<file path="src/rtl/cmdreg_pkg.sv">
package cmdreg_pkg;
    localparam int DATA_W   = 16;
    localparam int CMD_BASE = 7;
    localparam int NUM_CMD  = 9;
    localparam int ST_IDX   = 2;

    typedef enum logic [1:0] {
        ST_IDLE,
        ST_FIRE,
        ST_REJECT,
        ST_DROP
    } seq_state_e;
endpackage

</file>
<file path="src/rtl/cmdreg_field_decode.sv">
module cmdreg_field_decode #(
    parameter int DATA_W   = 16,
    parameter int CMD_BASE = 7,
    parameter int NUM_CMD  = 9
) (
    input  logic [DATA_W-1:0]  wdata,
    output logic [NUM_CMD-1:0] cmd_vec,
    output logic               multi
);
    localparam int CMD_MSB = DATA_W - 1 - CMD_BASE;
    localparam int CNT_W   = $clog2(NUM_CMD + 1);

    // command j sits at MSB-first position CMD_BASE+j
    for (genvar j = 0; j < NUM_CMD; j++) begin : g_map
        assign cmd_vec[j] = wdata[CMD_MSB - j];
    end

    logic [CNT_W-1:0] ones;
    always_comb begin
        ones = '0;
        for (int j = 0; j < NUM_CMD; j++) begin
            ones = ones + CNT_W'(cmd_vec[j]);
        end
    end

    assign multi = (ones > CNT_W'(1));
endmodule

</file>
<file path="src/rtl/cmdreg_mode_gate.sv">
module cmdreg_mode_gate #(
    parameter int NUM_CMD = 9,
    parameter int ST_IDX  = 2
) (
    input  logic [NUM_CMD-1:0] cmd_in,
    input  logic               standby,
    input  logic               fresh_reset,
    output logic [NUM_CMD-1:0] cmd_out
);
    logic st_ok;
    assign st_ok = standby & fresh_reset;

    for (genvar j = 0; j < NUM_CMD; j++) begin : g_gate
        if (j == ST_IDX) begin : g_st
            assign cmd_out[j] = cmd_in[j] & st_ok;
        end else begin : g_pass
            assign cmd_out[j] = cmd_in[j];
        end
    end
endmodule

</file>
<file path="src/rtl/cmdreg_seq.sv">
module cmdreg_seq
    import cmdreg_pkg::*;
#(
    parameter int NUM_CMD = 9
) (
    input  logic               clk,
    input  logic               rst_n,
    input  logic               wr_en,
    input  logic [NUM_CMD-1:0] cmd,
    input  logic               multi,
    output logic [NUM_CMD-1:0] pulse_q,
    output logic               err_q,
    output seq_state_e         state_q
);
    seq_state_e state_d;

    // classify the current bus cycle
    always_comb begin
        if (!wr_en) begin
            state_d = ST_IDLE;
        end else if (multi) begin
            state_d = ST_REJECT;
        end else if (cmd == '0) begin
            state_d = ST_DROP;
        end else begin
            state_d = ST_FIRE;
        end
    end

    // state register
    always_ff @(posedge clk) begin
        if (!rst_n) begin
            state_q <= ST_IDLE;
        end else begin
            state_q <= state_d;
        end
    end

    // output register
    always_ff @(posedge clk) begin
        if (!rst_n) begin
            pulse_q <= '0;
            err_q   <= 1'b0;
        end else begin
            unique case (state_d)
                ST_FIRE: begin
                    pulse_q <= cmd;
                end
                ST_REJECT: begin
                    pulse_q <= '0;
                    err_q   <= 1'b1;
                end
                ST_IDLE, ST_DROP: begin
                    pulse_q <= '0;
                end
                default: begin
                    pulse_q <= '0;
                end
            endcase
        end
    end
endmodule

</file>
<file path="src/rtl/cmd_pulse_dispatch.sv">
module cmd_pulse_dispatch
    import cmdreg_pkg::*;
(
    input  logic              clk,
    input  logic              rst_n,
    input  logic              wr_en,
    input  logic [DATA_W-1:0] wdata,
    output logic [DATA_W-1:0] rdata,
    input  logic              standby,
    input  logic              fresh_reset,
    output logic              go_proc_wr,
    output logic              go_proc_rd,
    output logic              go_selftest,
    output logic              go_color_clr,
    output logic              go_row_wr,
    output logic              go_row_rd,
    output logic              go_ctl_tx,
    output logic              go_q_load,
    output logic              go_q_free,
    output logic              err_multi
);
    logic [NUM_CMD-1:0] raw_cmd;
    logic [NUM_CMD-1:0] gated_cmd;
    logic [NUM_CMD-1:0] pulse_vec;
    logic               multi;
    seq_state_e         seq_state;

    cmdreg_field_decode #(
        .DATA_W  (DATA_W),
        .CMD_BASE(CMD_BASE),
        .NUM_CMD (NUM_CMD)
    ) u_dec (
        .wdata  (wdata),
        .cmd_vec(raw_cmd),
        .multi  (multi)
    );

    cmdreg_mode_gate #(
        .NUM_CMD(NUM_CMD),
        .ST_IDX (ST_IDX)
    ) u_gate (
        .cmd_in     (raw_cmd),
        .standby    (standby),
        .fresh_reset(fresh_reset),
        .cmd_out    (gated_cmd)
    );

    cmdreg_seq #(
        .NUM_CMD(NUM_CMD)
    ) u_seq (
        .clk    (clk),
        .rst_n  (rst_n),
        .wr_en  (wr_en),
        .cmd    (gated_cmd),
        .multi  (multi),
        .pulse_q(pulse_vec),
        .err_q  (err_multi),
        .state_q(seq_state)
    );

    assign rdata        = '0;
    assign go_proc_wr   = pulse_vec[0];
    assign go_proc_rd   = pulse_vec[1];
    assign go_selftest  = pulse_vec[2];
    assign go_color_clr = pulse_vec[3];
    assign go_row_wr    = pulse_vec[4];
    assign go_row_rd    = pulse_vec[5];
    assign go_ctl_tx    = pulse_vec[6];
    assign go_q_load    = pulse_vec[7];
    assign go_q_free    = pulse_vec[8];
endmodule

</file>
<file path="config.mk">
export PLATFORM = sky130hd
export DESIGN_NAME = cmd_pulse_dispatch
export DESIGN_NICKNAME = d
export VERILOG_FILES = /design/src/rtl/cmdreg_pkg.sv /design/src/rtl/cmdreg_field_decode.sv /design/src/rtl/cmdreg_mode_gate.sv /design/src/rtl/cmdreg_seq.sv /design/src/rtl/cmd_pulse_dispatch.sv
export SDC_FILE = /design/constraint.sdc
export NUM_CORES = 1
export LEC_CHECK = 0
export BUFFER_PORTS_ARGS = -buffer_cell sky130_fd_sc_hd__buf_2
export CAP_MARGIN = 20
export CELL_PAD_IN_SITES_DETAIL_PLACEMENT = 0
export CELL_PAD_IN_SITES_GLOBAL_PLACEMENT = 2
export CORE_AREA = 2 2 60 62
export DETAILED_ROUTE_END_ITERATION = 7
export DIE_AREA = 0 0 62 64
export GPL_TIMING_DRIVEN = 0
export PLACE_DENSITY = 0.8
export RECOVER_POWER = 100
export SYNTH_ARGS = -nofsm -noshare
export SYNTH_HDL_FRONTEND = slang
export SYNTH_HIERARCHICAL = 1
export SYNTH_SLANG_ARGS = --single-unit
</file>
<file path="constraint.sdc">
create_clock -name clk -period 8.6 [get_ports clk]
set_clock_uncertainty 0.15 [all_clocks]
set_input_delay 1.72 -clock clk [delete_from_list [all_inputs] [get_ports clk]]
set_output_delay 1.72 -clock clk [all_outputs]
set_load 0.005 [all_outputs]
</file>
; Word level (Yosys, flattened, before mapping)
; Cells that the tools add are included.
[word_totals]
in_bits = 21
out_inout_bits = 26
mem_bits_rw = 0
romBits = 0
latchBits = 0
n_memories = 0
register_bits = 10
wordCells = 23
[op_classes]
muxes = 4
order_cmp = 1
bitwise_logic = 2
shifts = 0
n_div = 0
n_addsub = 8
reduce_logical = 3
mul = 0
n_eq_ne = 3
[ops]
columns = cell, count
row1 = adder 4 x 1 -> 4 bit, 7
row2 = one-hot mux 9 bit (2 select lines), 1
row3 = logical NOT 9 bit, 1
row4 = two-way mux 2 bit, 3
row5 = == test 2 bit (second input constant), 2
row6 = > comparator 4 x 1 -> 1 bit (second input constant), 1
row7 = OR reduction 3 bit, 1
row8 = adder 1 x 1 -> 2 bit, 1
row9 = AND 1 bit, 2
row10 = == test 2 x 1 -> 1 bit (second input constant), 1
row11 = logical NOT 2 bit, 1

; Logic depth before layout (Yosys ltp)
; Gate-level depths: netlist (run 1).
[logic_depth]
ltp_word = 14
mapped_depth = 12
ltp_nobuf = 12

; Cells and area by module
; Netlist (run 1), hierarchy kept.
[by_module_without_submodules]
columns = module, area_each_um2, seq_area_each_um2, cells_each, n_inst
row1 = cmdreg_seq, 349.1, 240.2, 30, 1
row2 = cmdreg_field_decode, 256.5, 0.0, 30, 1
row3 = cmd_pulse_dispatch, 123.9, 0.0, 17, 1
row4 = cmdreg_mode_gate, 66.3, 0.0, 9, 1

; Worst setup path after synthesis (run 1)
; Ideal clock, no wire load.
[synth_timing]
path_kind = input-to-reg
from = in wdata[0]
to = reg u_seq.pulse_q[6]
slack_ps = 3504
arrival_time_ps = 4830
setup_time_ps = 116
required_ps = 8334
path_stages = 12
path_buffers = 0
cell_sequence = fa_1 > inv_1 > fa_1 > fa_1 > inv_1 > fa_1 > inv_1 > fa_1 > nor4bb_1 > a32oi_1 > nor2_4 > and2_2
[synth_between]
elab_chain_len = 7
elab_cells_between_ends = 12
classes_between = add/sub (1) / order compare (1) / eq/ne (3) / mux (4) / reduce/logical (3)
[synth_rtl]
columns = element, line
row1 = from (decl), cmd_pulse_dispatch.sv:7  ; input logic [DATA_W-1:0] wdata,
row2 = adder 4 x 1 -> 4 bit (*), cmdreg_field_decode.sv:22  ; ones = ones + CNT_W'(cmd_vec[j]);
row3 = > comparator 4 x 1 -> 1 bit (*), cmdreg_field_decode.sv:26  ; assign multi = (ones > CNT_W'(1));
row4 = net multi, cmd_pulse_dispatch.sv:25  ; logic multi;
row5 = two-way mux 2 bit (*), cmdreg_seq.sv:21  ; end else if (multi) begin
row6 = two-way mux 2 bit (*), cmdreg_seq.sv:19  ; if (!wr_en) begin
row7 = == test 2 bit / logical NOT 2 bit (equally long branches), cmdreg_seq.sv:45  ; unique case (state_d)
row8 = OR reduction 3 bit (no source line), n/a
row9 = one-hot mux 9 bit (2 select lines) (*), cmdreg_seq.sv:45
row10 = to (signal assigned), cmdreg_seq.sv:47  ; pulse_q <= cmd;
row11 = to (decl), cmdreg_seq.sv:11  ; output logic [NUM_CMD-1:0] pulse_q,
; Mark *: on every way through the listed nets, which the timed path passes. The rest lies on a longest branch.
; A chain may end at the register's enable or synchronous reset.

; Worst setup path in the final report (run 1)
; Ends and elaborated chain as after synthesis.

==> results_dict.tcl, run 1 <==
set metrics [dict create \
    status "complete, no violations" \
    wire_per_inst_um 6.70 \
    r2r_end "u_seq/err_q" \
    viasPerCell 2.98 \
    mostFrequentLayoutCells "33 x buf_4, 16 x conb_1, 16 x buf_2" \
    seq_power_share_pct 37.0 \
    crit_path_frequent_cell "fa_1" \
    grt_max_degree 10 \
    grt-ovfl-total 0 \
    switching_share_pct 27.1 \
    slowest_stage "fa_1" \
    grt_setup_unrepaired "no" \
    p_sw_mw 0.0371 \
    cp-end-kind "flop" \
    worstPathBufferInverterCount 4 \
    via_count 498 \
    hold_viol 0 \
    worstPathCellList "clkbuf_1 -> fa_1 -> inv_1 -> fa_1 -> fa_1 -> inv_1 -> fa_1 -> inv_1 -> fa_1 -> nor4bb_1 -> a32oi_1 -> nor2_1 -> and2_2" \
    die_width_um 62 \
    required_ps 8660 \
    cts_tree "built" \
    grt_pass1_wl_um 1790 \
    whs_path_depth 2 \
    cp_top_family "adder cells" \
    syn2layout_area_growth_pct 34.1 \
    maxCapViolations 0 \
    min_period_ps 5150 \
    ant_nets 0 \
    crit_path_max_incr_delay_ps 530 \
    cts_sinks 10 \
    critical_path_class "in -> reg" \
    dp_cells 163 \
    antenna_found_initial 0 \
    fmax_mhz 194 \
    ctsHoldBuffers 0 \
    rrSetupSlack_ps 7870 \
    ir_drop_v 0.0000264 \
    grt.total_usage_pct 6.13 \
    hold_start "u_seq/err_q" \
    layout.nets 150 \
    wl_um 1120 \
    clockBufferDepth 2 \
    rr_worst_depth 2 \
    ys_warn_count 6 \
    grt_pass1_vias 465 \
    core_area_um2 3280 \
    cts_buffers 3 \
    finalMaxSlewViolations 0 \
    cts_root_buf "clkbuf_4" \
    gp_congestion 0.666 \
    post_cts_buffers 0 \
    cts.reportedPaths.clkPinSlew_ps 60 \
    min_period_over_period_pct 59.9 \
    htreeDepth 1 \
    portBuffers 23 \
    mostFrequentLayoutCell "buf_4" \
    dp_hpwl_um 1000 \
    finalSetupTns_ps 0 \
    intPower_mw 0.100 \
    clkPwrFrac_pct 30.3 \
    worstPathArrival_ps 5200 \
    power_per_cell_area_nw_per_um2 140 \
    p_leak_nw 0.551 \
    setup_viol 0 \
    clk_latency_ps 260 \
    cp_max_fo 9 \
    synth_area_um2 731 \
    min_path_type "reg -> reg" \
    rr_startpoint "u_seq/err_q" \
    drive_gt1_share_pct 44.6 \
    stdcell_count 167 \
    row_count 21 \
    worstHoldEndpoint "u_seq/err_q" \
    postCtsResizedCells 0 \
    firstDrtPassIters 2 \
    route.detailed.drc 0 \
    drt_iter0_drc 4 \
    hold_ws_ps 357 \
    syn_area_per_cell_um2 9.25 \
    die-height_um 64 \
    dieArea_um2 3970 \
    syn_inst 79 \
    start_util_pct 22.2 \
    startpoint_type "input pin" \
    power_frac_comb_pct 32.7 \
    antenna_cells 0 \
    pin_count 47 \
]
worst register-to-register path, stage by stage, from the launching register on:
cell     delay [ps]
dfxtp_1         310
a21oi_1         110
nor2b_1          60
state kept, by name, summed over array words and instances (netlist names):
signal         cells
u_seq/pulse_q      9
u_seq/err_q        1
per-stage QoR:
step	power (mW)	util, %	setup WS [ps]	area [um2]
2_1_floorplan	0.0868	-	3550	787
3_3_place_gp	0.0978	29.2	3250	960
3_5_place_dp	0.0996	29.2	3210	960
4_1_cts	0.142	30.3	3500	996
5_1_grt	0.150	29.8	3100	980
6_report	0.137	29.8	3450	980
worst max-delay path by stage:
stage | from | end | slack (ps) | depth (start not counted)
final | wdata[0] | u_seq/pulse_q[6] | 3450 | 13
after global routing | wdata[0] | u_seq/pulse_q[4] | 3100 | 13
after CTS | wdata[0] | u_seq/pulse_q[6] | 3500 | 13
after detailed placement | wdata[0] | u_seq/pulse_q[6] | 3210 | 13
after global placement | wdata[0] | u_seq/pulse_q[6] | 3250 | 13
after floorplan | wdata[0] | u_seq/pulse_q[6] | 3550 | 12
per-layer routing:
layer | vias up | GRT usage [%] | part of all wire [%]
met2 | 23 | 10.4 | 53
met1 | 204 | 5.92 | 34
met5 | - | 0 | 0
li1 | 269 | - | -
met3 | 2 | 1.01 | 11
met4 | 0 | 5.59 | 1.9
power by group through the flow:
stage | combinational [mW] | sequential, mW | clock, mW
2_1_floorplan | 0.0345 | 0.0523 | 0
3_3_place_gp | 0.0462 | 0.0516 | 0
3_5_place_dp | 0.0478 | 0.0518 | 0
4_1_cts | 0.0480 | 0.0507 | 0.0433
5_1_grt | 0.0538 | 0.0511 | 0.0455
6_report | 0.0449 | 0.0507 | 0.0416
final cells by class:
type | instances | area [um2]
Inverter | 11 | 41.3
Timing Repair Buffer | 23 | 106
Buffer | 33 | 248
Multi-Input combinational cell | 40 | 290
Tap cell | 46 | 57.6
Fill cell | 359 | 2300
Clock buffer | 4 | 36.3
Sequential cell | 10 | 200
Note: power is estimated with default switching activity, not from simulation.
==> run 2: changes to the inputs <==
Settings changed: CORE_AREA 2 2 60 62 to 2 2 62 64, DIE_AREA 0 0 62 64 to 0 0 64 66, PLACE_DENSITY 0.8 to 0.76.
Clock period 8.6 ns to 5 ns, I/O delays scaled along.
==> run 2 against run 1 <==
  * Sequential power grew 72%
  * Wire length shrank 5.4%
  * First-iteration DRC count grew 25%
  * Combinational power grew 73%
  * Flip-flop and latch count is the same
  * Clock-buffer cell count is the same
  * Sequential share of layout area shrank 0.13 points
  * Cell count grew 1.2%
  * Global-route usage shrank 0.66 points
  * Total power grew 70%
  * Critical path depth is the same
  * Critical endpoint unchanged
==> results_dict.tcl, run 2 (same netlist as run 1, synthesis figures left out) <==
set metrics [dict create \
    status "complete, no violations" \
    finalSetupTns_ps 0 \
    whs_path_depth 2 \
    power_per_cell_area_nw_per_um2 236 \
    dp_hpwl_um 967 \
    rr_worst_depth 2 \
    wl_um 1060 \
    crit_path_max_incr_delay_ps 540 \
    core_area_um2 3550 \
    top_register "u_seq/pulse_q" \
    maxCapViolations 0 \
    htreeDepth 1 \
    row_count 22 \
    ant_nets 0 \
    clockBufferDepth 2 \
    crit_path_frequent_cell "fa_1" \
    required_ps 5050 \
    hold_ws_ps 368 \
    min_path_type "reg -> reg" \
    mostFrequentLayoutCells "33 x buf_4, 19 x buf_2, 16 x conb_1" \
    postCtsResizedCells 0 \
    ir_drop_v 0.0000392 \
    worstPathArrival_ps 4400 \
    critical_path_class "in -> reg" \
    post_cts_buffers 0 \
    finalCoreUtilization_pct 27.8 \
    placed_area_um2 962 \
    clk_latency_ps 250 \
    drive_gt1_share_pct 47.1 \
    drt_iter0_drc 5 \
    portBuffers 23 \
    pin_count 47 \
    fmax_mhz 230 \
    reg.largest.list "u_seq/pulse_q x9, u_seq/err_q x1" \
    grt-ovfl-total 0 \
    worstPathCellList "clkbuf_1 -> fa_1 -> inv_1 -> fa_1 -> fa_1 -> inv_1 -> fa_1 -> inv_1 -> fa_1 -> nor4bb_1 -> a32oi_1 -> nor2_1 -> and2_2" \
    cts_sinks 10 \
    slowest_stage "fa_1" \
    cts_buffers 3 \
    mostFrequentLayoutCell "buf_4" \
    grt.total_usage_pct 5.47 \
    grt_max_degree 10 \
    cp_top_family "adder cells" \
    cts_root_buf "clkbuf_4" \
    hold_viol 0 \
    gp_congestion 0.597 \
    min_period_over_period_pct 86.9 \
    antenna_found_initial 0 \
    finalMaxSlewViolations 0 \
    layout.nets 150 \
    via_count 508 \
    dieArea_um2 4220 \
    crit_cells 13 \
    grt_pass1_wl_um 1920 \
    syn2layout_area_growth_pct 34.9 \
    cp_max_fo 9 \
    cp-end-kind "flop" \
    grt_setup_unrepaired "no" \
    worstPathBufferInverterCount 4 \
    firstDrtPassIters 2 \
    die-height_um 66 \
    startpoint_type "input pin" \
    min_period_ps 4350 \
    start_util_pct 20.6 \
    cts_tree "built" \
    wire_per_inst_um 6.27 \
    cts.reportedPaths.clkPinSlew_ps 60 \
    largest_register_ffs 9 \
    p_leak_nw 0.562 \
    setup_viol 0 \
    die_width_um 64 \
    grt_pass1_vias 502 \
    ctsHoldBuffers 0 \
    fin_area_um2 986 \
    route.detailed.drc 0 \
    antenna_cells 0 \
    viasPerCell 3.01 \
    power_mw 0.233 \
]
[run 2: changes by cell type in the layout (fill, tap and decap cells not counted)]
cell,previous run,this run
and2_0,4,5
clkbuf_1,6,4
buf_1,1,0
buf_2,16,19
and2_1,4,3
[run 2: stage by stage]
stage               setup WS, ps  cells
finish                       655    169
global route                 398    169
CTS                          646    169
detailed placement           374    165
global placement             371    165
floorplan                    669     94
[run 2: area by class of cell]
| class | count | area (um2) |
|---|---|---|
| Inverter | 11 | 41.3 |
| Multi-Input combinational cell | 40 | 290 |
| Tap cell | 48 | 60.1 |
| Clock buffer | 4 | 36.3 |
| Buffer | 33 | 248 |
| Fill cell | 390 | 2560 |
| Timing Repair Buffer | 23 | 110 |
| Sequential cell | 10 | 200 |
[run 2: path summary, 6_finish.rpt]
path / startpoint / endpoint / slack (ps)
worst min-delay path: u_seq/err_q / u_seq/err_q / 370
worst max register to register: u_seq/err_q / u_seq/err_q / 4270
worst min register to register: u_seq/err_q / u_seq/err_q / 370
worst max-delay path: wdata[0] / u_seq/pulse_q[6] / 650
[run 2: metal layers]
layer / share of wire, % / vias to the layer above / track usage (%)
met5: 0 / - / 0
met4: 0 / 0 / 2.45
met1: 35 / 212 / 5.80
met2: 51 / 29 / 10.4
li1: - / 267 / -
met3: 14 / 0 / 1.02
[run 2: power breakdown]
part           switching (mW)  internal (mW)  total (mW)
clock network          0.0243         0.0440      0.0683
registers             0.00161         0.0856      0.0872
logic                  0.0346         0.0430      0.0776
total                  0.0605          0.173       0.233
[run 2: worst reg2reg max path: cells and delay by family (launching register included)]
| family | cells | cell delay [ps] |
|---|---|---|
| flip-flops | 1 | 310 |
| AO/OA/AOI/OAI | 1 | 110 |
| AND/OR/NAND/NOR | 1 | 60 |
